**config.mk**
```make
export PLATFORM = sky130hd
export DESIGN_NAME = mesh_route_tile
export DESIGN_NICKNAME = d
export VERILOG_FILES = /design/src/rtl/rtr_pkg.sv /design/src/rtl/rtr_fifo.sv /design/src/rtl/rtr_tables.sv /design/src/rtl/rtr_alloc.sv /design/src/rtl/mesh_route_tile.sv
export SDC_FILE = /design/constraint.sdc
export NUM_CORES = 2
export LEC_CHECK = 0
export ABC_AREA = 0
export BUFFER_PORTS_ARGS = -buffer_cell sky130_fd_sc_hd__buf_2
export CAP_MARGIN = 0
export CORE_UTILIZATION = 55
export CTS_BUF_LIST = sky130_fd_sc_hd__clkbuf_16
export DETAILED_ROUTE_END_ITERATION = 7
export GPL_TIMING_DRIVEN = 0
export PLACE_DENSITY = 0.72
export SYNTH_ARGS = -nofsm -noshare
export SYNTH_HDL_FRONTEND = slang
export SYNTH_HIERARCHICAL = 1
export SYNTH_SLANG_ARGS = --single-unit
```
**constraint.sdc**
```tcl
create_clock -name clk -period 13.1 [get_ports clk]
set_input_delay 1.31 -clock clk [delete_from_list [all_inputs] [get_ports clk]]
set_output_delay 1.31 -clock clk [all_outputs]
set_load 0.005 [all_outputs]
```
**src/rtl/rtr_pkg.sv**
```systemverilog
`timescale 1ns/1ps
package rtr_pkg;
    localparam int NPORT = 5;
    localparam int PW    = 3;

    typedef enum logic [PW-1:0] {
        P_NORTH = 3'd0,
        P_SOUTH = 3'd1,
        P_EAST  = 3'd2,
        P_WEST  = 3'd3,
        P_LOCAL = 3'd4
    } port_e;

    typedef enum logic {
        ST_IDLE = 1'b0,
        ST_FLOW = 1'b1
    } tile_state_e;
endpackage

```
**src/rtl/rtr_fifo.sv**
```systemverilog
`timescale 1ns/1ps
module rtr_fifo #(
    parameter int W = 21
) (
    input  logic         clk,
    input  logic         rst_n,
    input  logic         push,
    input  logic [W-1:0] din,
    input  logic         pop,
    output logic [W-1:0] dout,
    output logic         nonempty,
    output logic         can_push
);
    logic [W-1:0] slot [2];
    logic [1:0]   cnt;

    always_ff @(posedge clk or negedge rst_n) begin
        if (!rst_n) cnt <= '0;
        else        cnt <= cnt + {1'b0, push} - {1'b0, pop};
    end

    // head always sits in slot 0
    always_ff @(posedge clk) begin
        if (push && (cnt == 2'd0 || (pop && cnt == 2'd1))) slot[0] <= din;
        else if (pop && cnt == 2'd2)                        slot[0] <= slot[1];
        if (push && !pop && cnt == 2'd1)                    slot[1] <= din;
    end

    assign dout     = slot[0];
    assign nonempty = (cnt != 2'd0);
    assign can_push = (cnt != 2'd2);
endmodule

```
**src/rtl/rtr_tables.sv**
```systemverilog
`timescale 1ns/1ps
module rtr_tables import rtr_pkg::*; #(
    parameter int CW = 5,
    parameter int FW = 4
) (
    input  logic                  clk,
    input  logic                  rst_n,
    input  logic                  wr_en,
    input  logic                  wr_kind,
    input  logic [CW-1:0]         wr_colour,
    input  logic [PW-1:0]         wr_port,
    input  logic [2*FW-1:0]       wr_data,
    input  logic [NPORT*CW-1:0]   look_colour,
    output logic [NPORT*NPORT-1:0] look_mask,
    output logic [NPORT-1:0]      look_open,
    input  logic                  adv_en,
    input  logic [CW-1:0]         adv_colour
);
    localparam int NCOL = 1 << CW;

    logic [NPORT-1:0] route  [NCOL][NPORT];
    logic [FW-1:0]    period [NCOL];
    logic [FW-1:0]    winlen [NCOL];
    logic [FW-1:0]    count  [NCOL];
    logic [FW:0]      adv_next;

    assign adv_next = {1'b0, count[adv_colour]} + 1'b1;

    always_ff @(posedge clk or negedge rst_n) begin
        if (!rst_n) begin
            for (int c = 0; c < NCOL; c++) begin
                for (int p = 0; p < NPORT; p++) route[c][p] <= '0;
                period[c] <= '0;
                winlen[c] <= '1;
                count[c]  <= '0;
            end
        end else if (wr_en) begin
            if (!wr_kind) begin
                if (int'(wr_port) < NPORT) route[wr_colour][wr_port] <= wr_data[NPORT-1:0];
            end else begin
                period[wr_colour] <= wr_data[FW-1:0];
                winlen[wr_colour] <= wr_data[2*FW-1:FW];
                count[wr_colour]  <= '0;
            end
        end else if (adv_en) begin
            count[adv_colour] <= (adv_next >= {1'b0, period[adv_colour]}) ? '0 : adv_next[FW-1:0];
        end
    end

    for (genvar i = 0; i < NPORT; i++) begin : g_look
        logic [CW-1:0] col;
        assign col = look_colour[i*CW +: CW];
        assign look_mask[i*NPORT +: NPORT] = route[col][i];
        assign look_open[i] = (count[col] < winlen[col]);
    end
endmodule

```
**src/rtl/rtr_alloc.sv**
```systemverilog
`timescale 1ns/1ps
module rtr_alloc import rtr_pkg::*; (
    input  logic                   clk,
    input  logic                   rst_n,
    input  logic [NPORT-1:0]       head_valid,
    input  logic [NPORT*NPORT-1:0] head_mask,
    input  logic [NPORT-1:0]       head_open,
    input  logic [NPORT-1:0]       out_ready,
    output logic [NPORT-1:0]       fire,
    output logic [NPORT-1:0]       take,
    output logic [NPORT*PW-1:0]    grant_src,
    output logic                   adv_en,
    output logic [PW-1:0]          adv_src
);
    logic [PW-1:0] ptr;
    logic          found;
    logic [PW-1:0] first_idx;

    // claim pass in rotating priority order
    always_comb begin
        logic [NPORT-1:0] claimed;
        logic             token;
        claimed   = '0;
        token     = 1'b0;
        fire      = '0;
        grant_src = '0;
        adv_en    = 1'b0;
        adv_src   = '0;
        found     = 1'b0;
        first_idx = ptr;
        for (int k = 0; k < NPORT; k++) begin
            int               idx;
            logic [NPORT-1:0] mask;
            logic [NPORT-1:0] eff;
            idx = int'(ptr) + k;
            if (idx >= NPORT) idx = idx - NPORT;
            mask = head_mask[idx*NPORT +: NPORT];
            eff  = mask;
            if (!head_open[idx]) eff[P_LOCAL] = 1'b0;
            if (head_valid[idx] && ((eff & claimed) == '0) && ((eff & ~out_ready) == '0)
                && !(mask[P_LOCAL] && token)) begin
                fire[idx] = 1'b1;
                claimed   = claimed | eff;
                if (mask[P_LOCAL]) begin
                    token   = 1'b1;
                    adv_en  = 1'b1;
                    adv_src = PW'(idx);
                end
                for (int o = 0; o < NPORT; o++) begin
                    if (eff[o]) grant_src[o*PW +: PW] = PW'(idx);
                end
                if (!found) begin
                    found     = 1'b1;
                    first_idx = PW'(idx);
                end
            end
        end
        take = claimed;
    end

    always_ff @(posedge clk or negedge rst_n) begin
        if (!rst_n)     ptr <= '0;
        else if (found) ptr <= (first_idx == PW'(NPORT-1)) ? '0 : first_idx + 1'b1;
    end
endmodule

```
**src/rtl/mesh_route_tile.sv**
```systemverilog
`timescale 1ns/1ps
module mesh_route_tile import rtr_pkg::*; #(
    parameter int DW = 16,
    parameter int CW = 5,
    parameter int FW = 4
) (
    input  logic                clk,
    input  logic                rst_n,
    input  logic [NPORT-1:0]    in_valid,
    output logic [NPORT-1:0]    in_ready,
    input  logic [NPORT*DW-1:0] in_data,
    input  logic [NPORT*CW-1:0] in_colour,
    output logic [NPORT-1:0]    out_valid,
    input  logic [NPORT-1:0]    out_ready,
    output logic [NPORT*DW-1:0] out_data,
    output logic [NPORT*CW-1:0] out_colour,
    input  logic                cfg_we,
    input  logic                cfg_kind,
    input  logic [CW-1:0]       cfg_colour,
    input  logic [PW-1:0]       cfg_port,
    input  logic [2*FW-1:0]     cfg_wdata,
    output logic                cfg_ready
);
    localparam int WW   = DW + CW;
    localparam int NSEL = 1 << PW;

    tile_state_e state, state_nxt;

    logic [NPORT-1:0]       held, can_push, fire, wants_local;
    logic [NPORT-1:0]       look_open;
    logic [NPORT*NPORT-1:0] look_mask;
    logic [NPORT*CW-1:0]    head_colour;
    logic [NPORT*PW-1:0]    grant_src;
    logic [WW-1:0]          head [NSEL];
    logic                   adv_en, any_push, gate_in, cfg_commit;
    logic [PW-1:0]          adv_src;

    for (genvar i = 0; i < NPORT; i++) begin : g_in
        rtr_fifo #(.W(WW)) q_i (
            .clk      (clk),
            .rst_n    (rst_n),
            .push     (in_valid[i] & in_ready[i]),
            .din      ({in_colour[i*CW +: CW], in_data[i*DW +: DW]}),
            .pop      (fire[i]),
            .dout     (head[i]),
            .nonempty (held[i]),
            .can_push (can_push[i])
        );
        assign head_colour[i*CW +: CW] = head[i][WW-1:DW];
        assign wants_local[i]          = held[i] & look_mask[i*NPORT + int'(P_LOCAL)];
        assign in_ready[i]             = can_push[i] & ~gate_in;
    end
    for (genvar u = NPORT; u < NSEL; u++) begin : g_pad
        assign head[u] = '0;
    end

    rtr_tables #(.CW(CW), .FW(FW)) tbl_i (
        .clk         (clk),
        .rst_n       (rst_n),
        .wr_en       (cfg_commit),
        .wr_kind     (cfg_kind),
        .wr_colour   (cfg_colour),
        .wr_port     (cfg_port),
        .wr_data     (cfg_wdata),
        .look_colour (head_colour),
        .look_mask   (look_mask),
        .look_open   (look_open),
        .adv_en      (adv_en),
        .adv_colour  (head[adv_src][WW-1:DW])
    );

    rtr_alloc alloc_i (
        .clk        (clk),
        .rst_n      (rst_n),
        .head_valid (held),
        .head_mask  (look_mask),
        .head_open  (look_open),
        .out_ready  (out_ready),
        .fire       (fire),
        .take       (out_valid),
        .grant_src  (grant_src),
        .adv_en     (adv_en),
        .adv_src    (adv_src)
    );

    for (genvar o = 0; o < NPORT; o++) begin : g_out
        logic [WW-1:0] pick;
        assign pick                   = head[grant_src[o*PW +: PW]];
        assign out_data[o*DW +: DW]   = pick[DW-1:0];
        assign out_colour[o*CW +: CW] = pick[WW-1:DW];
    end

    assign any_push = |(in_valid & in_ready);

    always_ff @(posedge clk or negedge rst_n) begin
        if (!rst_n) state <= ST_IDLE;
        else        state <= state_nxt;
    end

    always_comb begin
        state_nxt = state;
        unique case (state)
            ST_IDLE: if (any_push)           state_nxt = ST_FLOW;
            ST_FLOW: if (!any_push && !(|held)) state_nxt = ST_IDLE;
            default:                         state_nxt = ST_IDLE;
        endcase
    end

    always_comb begin
        cfg_ready  = (state == ST_IDLE);
        gate_in    = cfg_ready & cfg_we;
        cfg_commit = cfg_ready & cfg_we;
    end
endmodule

```
==> impl_summary.log <==
INFO  metric post_synth_xor_area_fraction = 0.294%
INFO  metric cp_slowest_cell = sky130_fd_sc_hd__mux2i_1
INFO  metric num_rows = 146
INFO  metric worst_r2r_path_depth = 41
INFO  metric synth.mux.area_fraction = 38.4%
INFO  metric synth_edf_count = 210
INFO  metric die-width = 402 microns
INFO  metric finalWorstSetupSlack = -0.0184 ns
INFO  metric synth-adder-area-share = 1.23%
INFO  metric maxClockFrequency = 76.2 MHz
INFO  metric startpoint_type = register
INFO  metric clk_transition_reported_paths = 0.06 ns
INFO  metric synth-compound-area-share = 8.09%
INFO  metric number_of_warnings_issued_by_yosys = 6
INFO  metric initial_utilization = 55.5%
INFO  metric finalWirelength = 342000 microns
INFO  metric clk_path_buf_depth = 3
INFO  metric detail-route-antenna-nets = 0
INFO  metric nets = 7323
INFO  metric violations_in_the_final_reports = DRC, capacitance limit, slew limit, setup timing
INFO  metric finalHoldViolations = 0
INFO  metric final.setup.tns = -0.147 ns
INFO  metric setup_viol = 13
INFO  metric ios = 251
INFO  metric finish.utilization = 61.8%
INFO  metric routedWlPerCell = 36.7 microns
INFO  metric synth_top_family_by_area = multiplexers
INFO  metric cts_htree_levels = 4
INFO  metric critical_path.most_common_cell = sky130_fd_sc_hd__buf_4
INFO  metric worst-endpoint-required = 13.79 ns
INFO  metric setup.worst_path.start = g_in[4].q_i/slot[0][16]$_DFFE_PP_
INFO  metric crit_arrival = 13.81 ns
INFO  metric number_of_nets_produced_by_synthesis = 6882
INFO  metric netlist_instances = 6664
INFO  metric synth.cell_area = 88000 sq um
INFO  metric dieHeight = 402 microns
INFO  metric die-area = 162000 sq um
INFO  metric worstSkewPairLatency = 0.84 ns
INFO  metric timing.max_cap.violations = 2
INFO  metric seq_cells_post_synth = 1408
INFO  metric final_layout_size_suffix_gt1_share = 42.1%
INFO  metric clock-skew-final = 0.0724 ns
INFO  metric postSynth.asyncResetShare = 85.1%
INFO  metric cts_made_buffers = 150
INFO  metric grt_pass1_vias = 67.0k
INFO  metric timing.reg2reg.setup_slack = -0.02 ns
INFO  metric largest_net_degree_at_the_start_of_global_routing = 172
INFO  metric ys_seq_area_share = 41.4%
INFO  metric hold_class = in2async
INFO  metric antenna_violations_before_repair = 33
INFO  metric worstReg2RegStart = g_in[4].q_i/slot[0][16]$_DFFE_PP_
INFO  metric tritoncts = done
INFO  metric rd_place_congestion = 1.11
INFO  metric synth_simple_gate_area_share = 6.19%
INFO  metric detailedPlacementHpwl = 257000 microns
INFO  metric grt_setup_unrepaired = no
INFO  metric critical-path-max-stage-delay = 0.65 ns
INFO  metric endpoint_of_the_lowest_slack_register_to_register_path = tbl_i/count[72]$_DFFE_PN0P_
INFO  metric drt-vias-per-instance = 7.30
INFO  metric period_needed = 13.12 ns
INFO  metric first_pass_grt_wire_length = 486000 microns
INFO  metric num_vias = 68.0k
INFO  metric slew_headroom = -1.69%
INFO  metric critical_path.endpoint_type = register
INFO  metric flow.area_growth_from_synthesis = 11.4%
INFO  metric timing.critical_path.fanout_max = 10
INFO  metric drt-pass1-iter-count = 8
INFO  metric residual_drc = 21
INFO  metric fin_crit_sh = 100%
INFO  metric worst_slew_pin_slew = 1.52 ns
INFO  metric grt_use_total = 41.9%
INFO  metric drt_iter0_drc = 9842
INFO  metric port_buffers = 245
INFO  metric type_of_the_setup_path_with_the_least_slack = reg2reg
INFO  metric coreArea = 159000 sq um
INFO  metric grt_remaining_overflow = 0
INFO  metric ys_types = 126
INFO  metric design_area = 98000 sq um
INFO  metric synth.avg_cell_area = 13.2 sq um
INFO  metric cts.hold.buffers_added = 0
INFO  metric synth_ff_type = sky130_fd_sc_hd__dfrtp_1
INFO  metric cts.sinks = 1408
INFO  metric cts_root_buf = sky130_fd_sc_hd__clkbuf_16
INFO  metric detailed_place.area = 92300 sq um
INFO  metric status = complete, but fails checks
INFO  metric final-max-slew-violation-count = 18
layout by cell type, fill, tap and decap left out, types with 21 or more instances in the layout:
cell type	synthesis	final
sky130_fd_sc_hd__dfstp_2	128	128
sky130_fd_sc_hd__mux4_2	660	660
sky130_fd_sc_hd__nand4_1	22	22
sky130_fd_sc_hd__nor2b_1	59	56
sky130_fd_sc_hd__clkbuf_2	0	37
sky130_fd_sc_hd__a21oi_1	74	68
sky130_fd_sc_hd__clkbuf_1	326	296
sky130_fd_sc_hd__mux2_4	96	96
sky130_fd_sc_hd__nor3_1	76	66
sky130_fd_sc_hd__buf_6	39	51
sky130_fd_sc_hd__a211oi_1	33	26
sky130_fd_sc_hd__dfrtp_1	1070	1069
sky130_fd_sc_hd__o221ai_1	21	21
sky130_fd_sc_hd__o21ai_0	96	88
sky130_fd_sc_hd__nand2b_1	50	50
sky130_fd_sc_hd__clkinv_1	1	37
sky130_fd_sc_hd__buf_4	133	167
sky130_fd_sc_hd__mux2_2	1119	1119
sky130_fd_sc_hd__buf_2	120	353
sky130_fd_sc_hd__a22o_1	133	133
sky130_fd_sc_hd__mux2i_1	481	477
sky130_fd_sc_hd__edfxtp_1	210	210
sky130_fd_sc_hd__clkinv_2	0	21
sky130_fd_sc_hd__and3_1	28	28
sky130_fd_sc_hd__a2bb2oi_1	113	113
sky130_fd_sc_hd__ha_1	77	76
sky130_fd_sc_hd__inv_1	65	99
sky130_fd_sc_hd__nor2_1	294	289
sky130_fd_sc_hd__nand3_1	60	58
sky130_fd_sc_hd__nand2_1	345	342
sky130_fd_sc_hd__clkbuf_16	0	153
sky130_fd_sc_hd__o22ai_1	163	156
sky130_fd_sc_hd__a22oi_1	21	21
metrics by stage:
stage	cells	hold slack, ns	setup slack [ns]
finish	9318	0.387	-0.0184
global route	9309	0.386	0.00515
CTS	9280	0.361	0.0499
detailed placement	9004	0.487	-2.72
global placement	8981	0.481	-14.92
floorplan	6664	0.474	1.86
critical path: cells and delay by family (launching register included):
family,cells,cell delay (ns)
xor gates and xnor gates,1,0.20
and+or+nand+nor,9,2.51
adders and majority gates,3,0.95
DFF,1,0.33
buffers and inverters,9,2.82
AOI/OAI and AO/OA,13,3.52
muxes,6,2.59
worst max-delay path by stage:
| stage | end | slack (ns) |
|---|---|---|
| floorplan | tbl_i/count[100]$_DFFE_PN0P_ | 1.86 |
| global placement | tbl_i/route[642]$_DFFE_PN0P_ | -14.92 |
| finish | tbl_i/count[72]$_DFFE_PN0P_ | -0.02 |
| CTS | tbl_i/count[116]$_DFFE_PN0P_ | 0.05 |
| detailed placement | tbl_i/count[72]$_DFFE_PN0P_ | -2.72 |
| global route | tbl_i/count[44]$_DFFE_PN0P_ | 0.005 |
metal layers:
layer / wire length, microns / vias up / track usage [%]
li1: - / 26761 / -
met1: 124000 / 35035 / 52.4
met2: 149000 / 4878 / 62.0
met3: 41900 / 1296 / 15.1
met4: 26600 / 34 / 26.0
met5: 482 / - / 1.28
layout make-up:
| type | count | area (sq um) |
|---|---|---|
| fill | 12164 | 60500 |
| multi-input combinational | 4504 | 48300 |
| sequential | 1408 | 36400 |
| clock buffer | 153 | 3830 |
| buffer | 671 | 3730 |
| tap | 2072 | 2590 |
| timing repair buffer | 295 | 1890 |
| clock inverter | 120 | 877 |
| inverter | 75 | 288 |
| antenna | 20 | 50.0 |
cells in the mapped netlist, types with 14 or more instances:
library cell	count	area, sq um
sky130_fd_sc_hd__a22oi_1	21	158
sky130_fd_sc_hd__o32ai_1	14	123
sky130_fd_sc_hd__nor2_1	294	1100
sky130_fd_sc_hd__a211oi_1	33	248
sky130_fd_sc_hd__buf_6	39	439
sky130_fd_sc_hd__mux4_2	660	14900
sky130_fd_sc_hd__clkbuf_1	326	1220
sky130_fd_sc_hd__mux2_2	1119	12600
sky130_fd_sc_hd__buf_2	120	601
sky130_fd_sc_hd__a221o_1	16	160
sky130_fd_sc_hd__dfstp_2	128	3360
sky130_fd_sc_hd__a21o_1	16	120
sky130_fd_sc_hd__o21ai_0	96	480
sky130_fd_sc_hd__o221ai_1	21	184
sky130_fd_sc_hd__or2_2	14	87.6
sky130_fd_sc_hd__o211ai_1	14	105
sky130_fd_sc_hd__edfxtp_1	210	6310
sky130_fd_sc_hd__a211o_1	19	166
sky130_fd_sc_hd__inv_1	65	244
sky130_fd_sc_hd__nand2b_1	50	313
sky130_fd_sc_hd__nand2_1	345	1290
sky130_fd_sc_hd__a2bb2oi_1	113	990
sky130_fd_sc_hd__mux2i_1	481	4810
sky130_fd_sc_hd__nor4_1	24	150
sky130_fd_sc_hd__a32oi_1	15	131
sky130_fd_sc_hd__o31ai_1	15	113
sky130_fd_sc_hd__nor2b_1	59	369
sky130_fd_sc_hd__and3_1	28	175
sky130_fd_sc_hd__buf_1	48	180
sky130_fd_sc_hd__nand4_1	22	138
sky130_fd_sc_hd__xnor2_1	16	140
sky130_fd_sc_hd__nor3_1	76	380
sky130_fd_sc_hd__mux2_4	96	1440
sky130_fd_sc_hd__ha_1	77	963
sky130_fd_sc_hd__nand3_1	60	300
sky130_fd_sc_hd__a22o_1	133	1160
sky130_fd_sc_hd__a31oi_1	23	144
sky130_fd_sc_hd__or3_1	19	119
sky130_fd_sc_hd__and2_1	15	93.8
sky130_fd_sc_hd__o22ai_1	163	1020
sky130_fd_sc_hd__a21oi_1	74	370
sky130_fd_sc_hd__a2111oi_0	17	149
sky130_fd_sc_hd__buf_4	133	998
sky130_fd_sc_hd__dfrtp_1	1070	26800
what timing repair did:
item / 4_1_cts / 5_1_grt
endpoints found under the setup margin: 233 / 128
setup buffers: 5 / 21
gates resized for setup: 99 / 125
pin swaps: 7 / 16
hold endpoints to repair: 0 / 0
registers in the layout (all words and copies together), names as in the netlist:
signal         cells
tbl_i/count      128
alloc_i/ptr        3
g_in.q_i/slot    210
tbl_i/route      800
tbl_i/period     128
state              1
tbl_i/winlen     128
g_in.q_i/cnt      10
cell families (layout without fill, tap and decap cells):
kind of cell / count (synthesis) / count (layout)
AND/OR/NAND/NOR: 1103 / 1103
other: 0 / 20
flip-flops: 1408 / 1408
multiplexers: 2361 / 2361
XOR/XNOR: 27 / 27
AO/OA/AOI/OAI: 930 / 930
adder cells (fa/ha/maj): 83 / 83
buffers and inverters: 752 / 1314
Power is left out: the tool's default activity adds up to more than one toggle a clock period on the data nets, which glitch-free logic cannot reach.
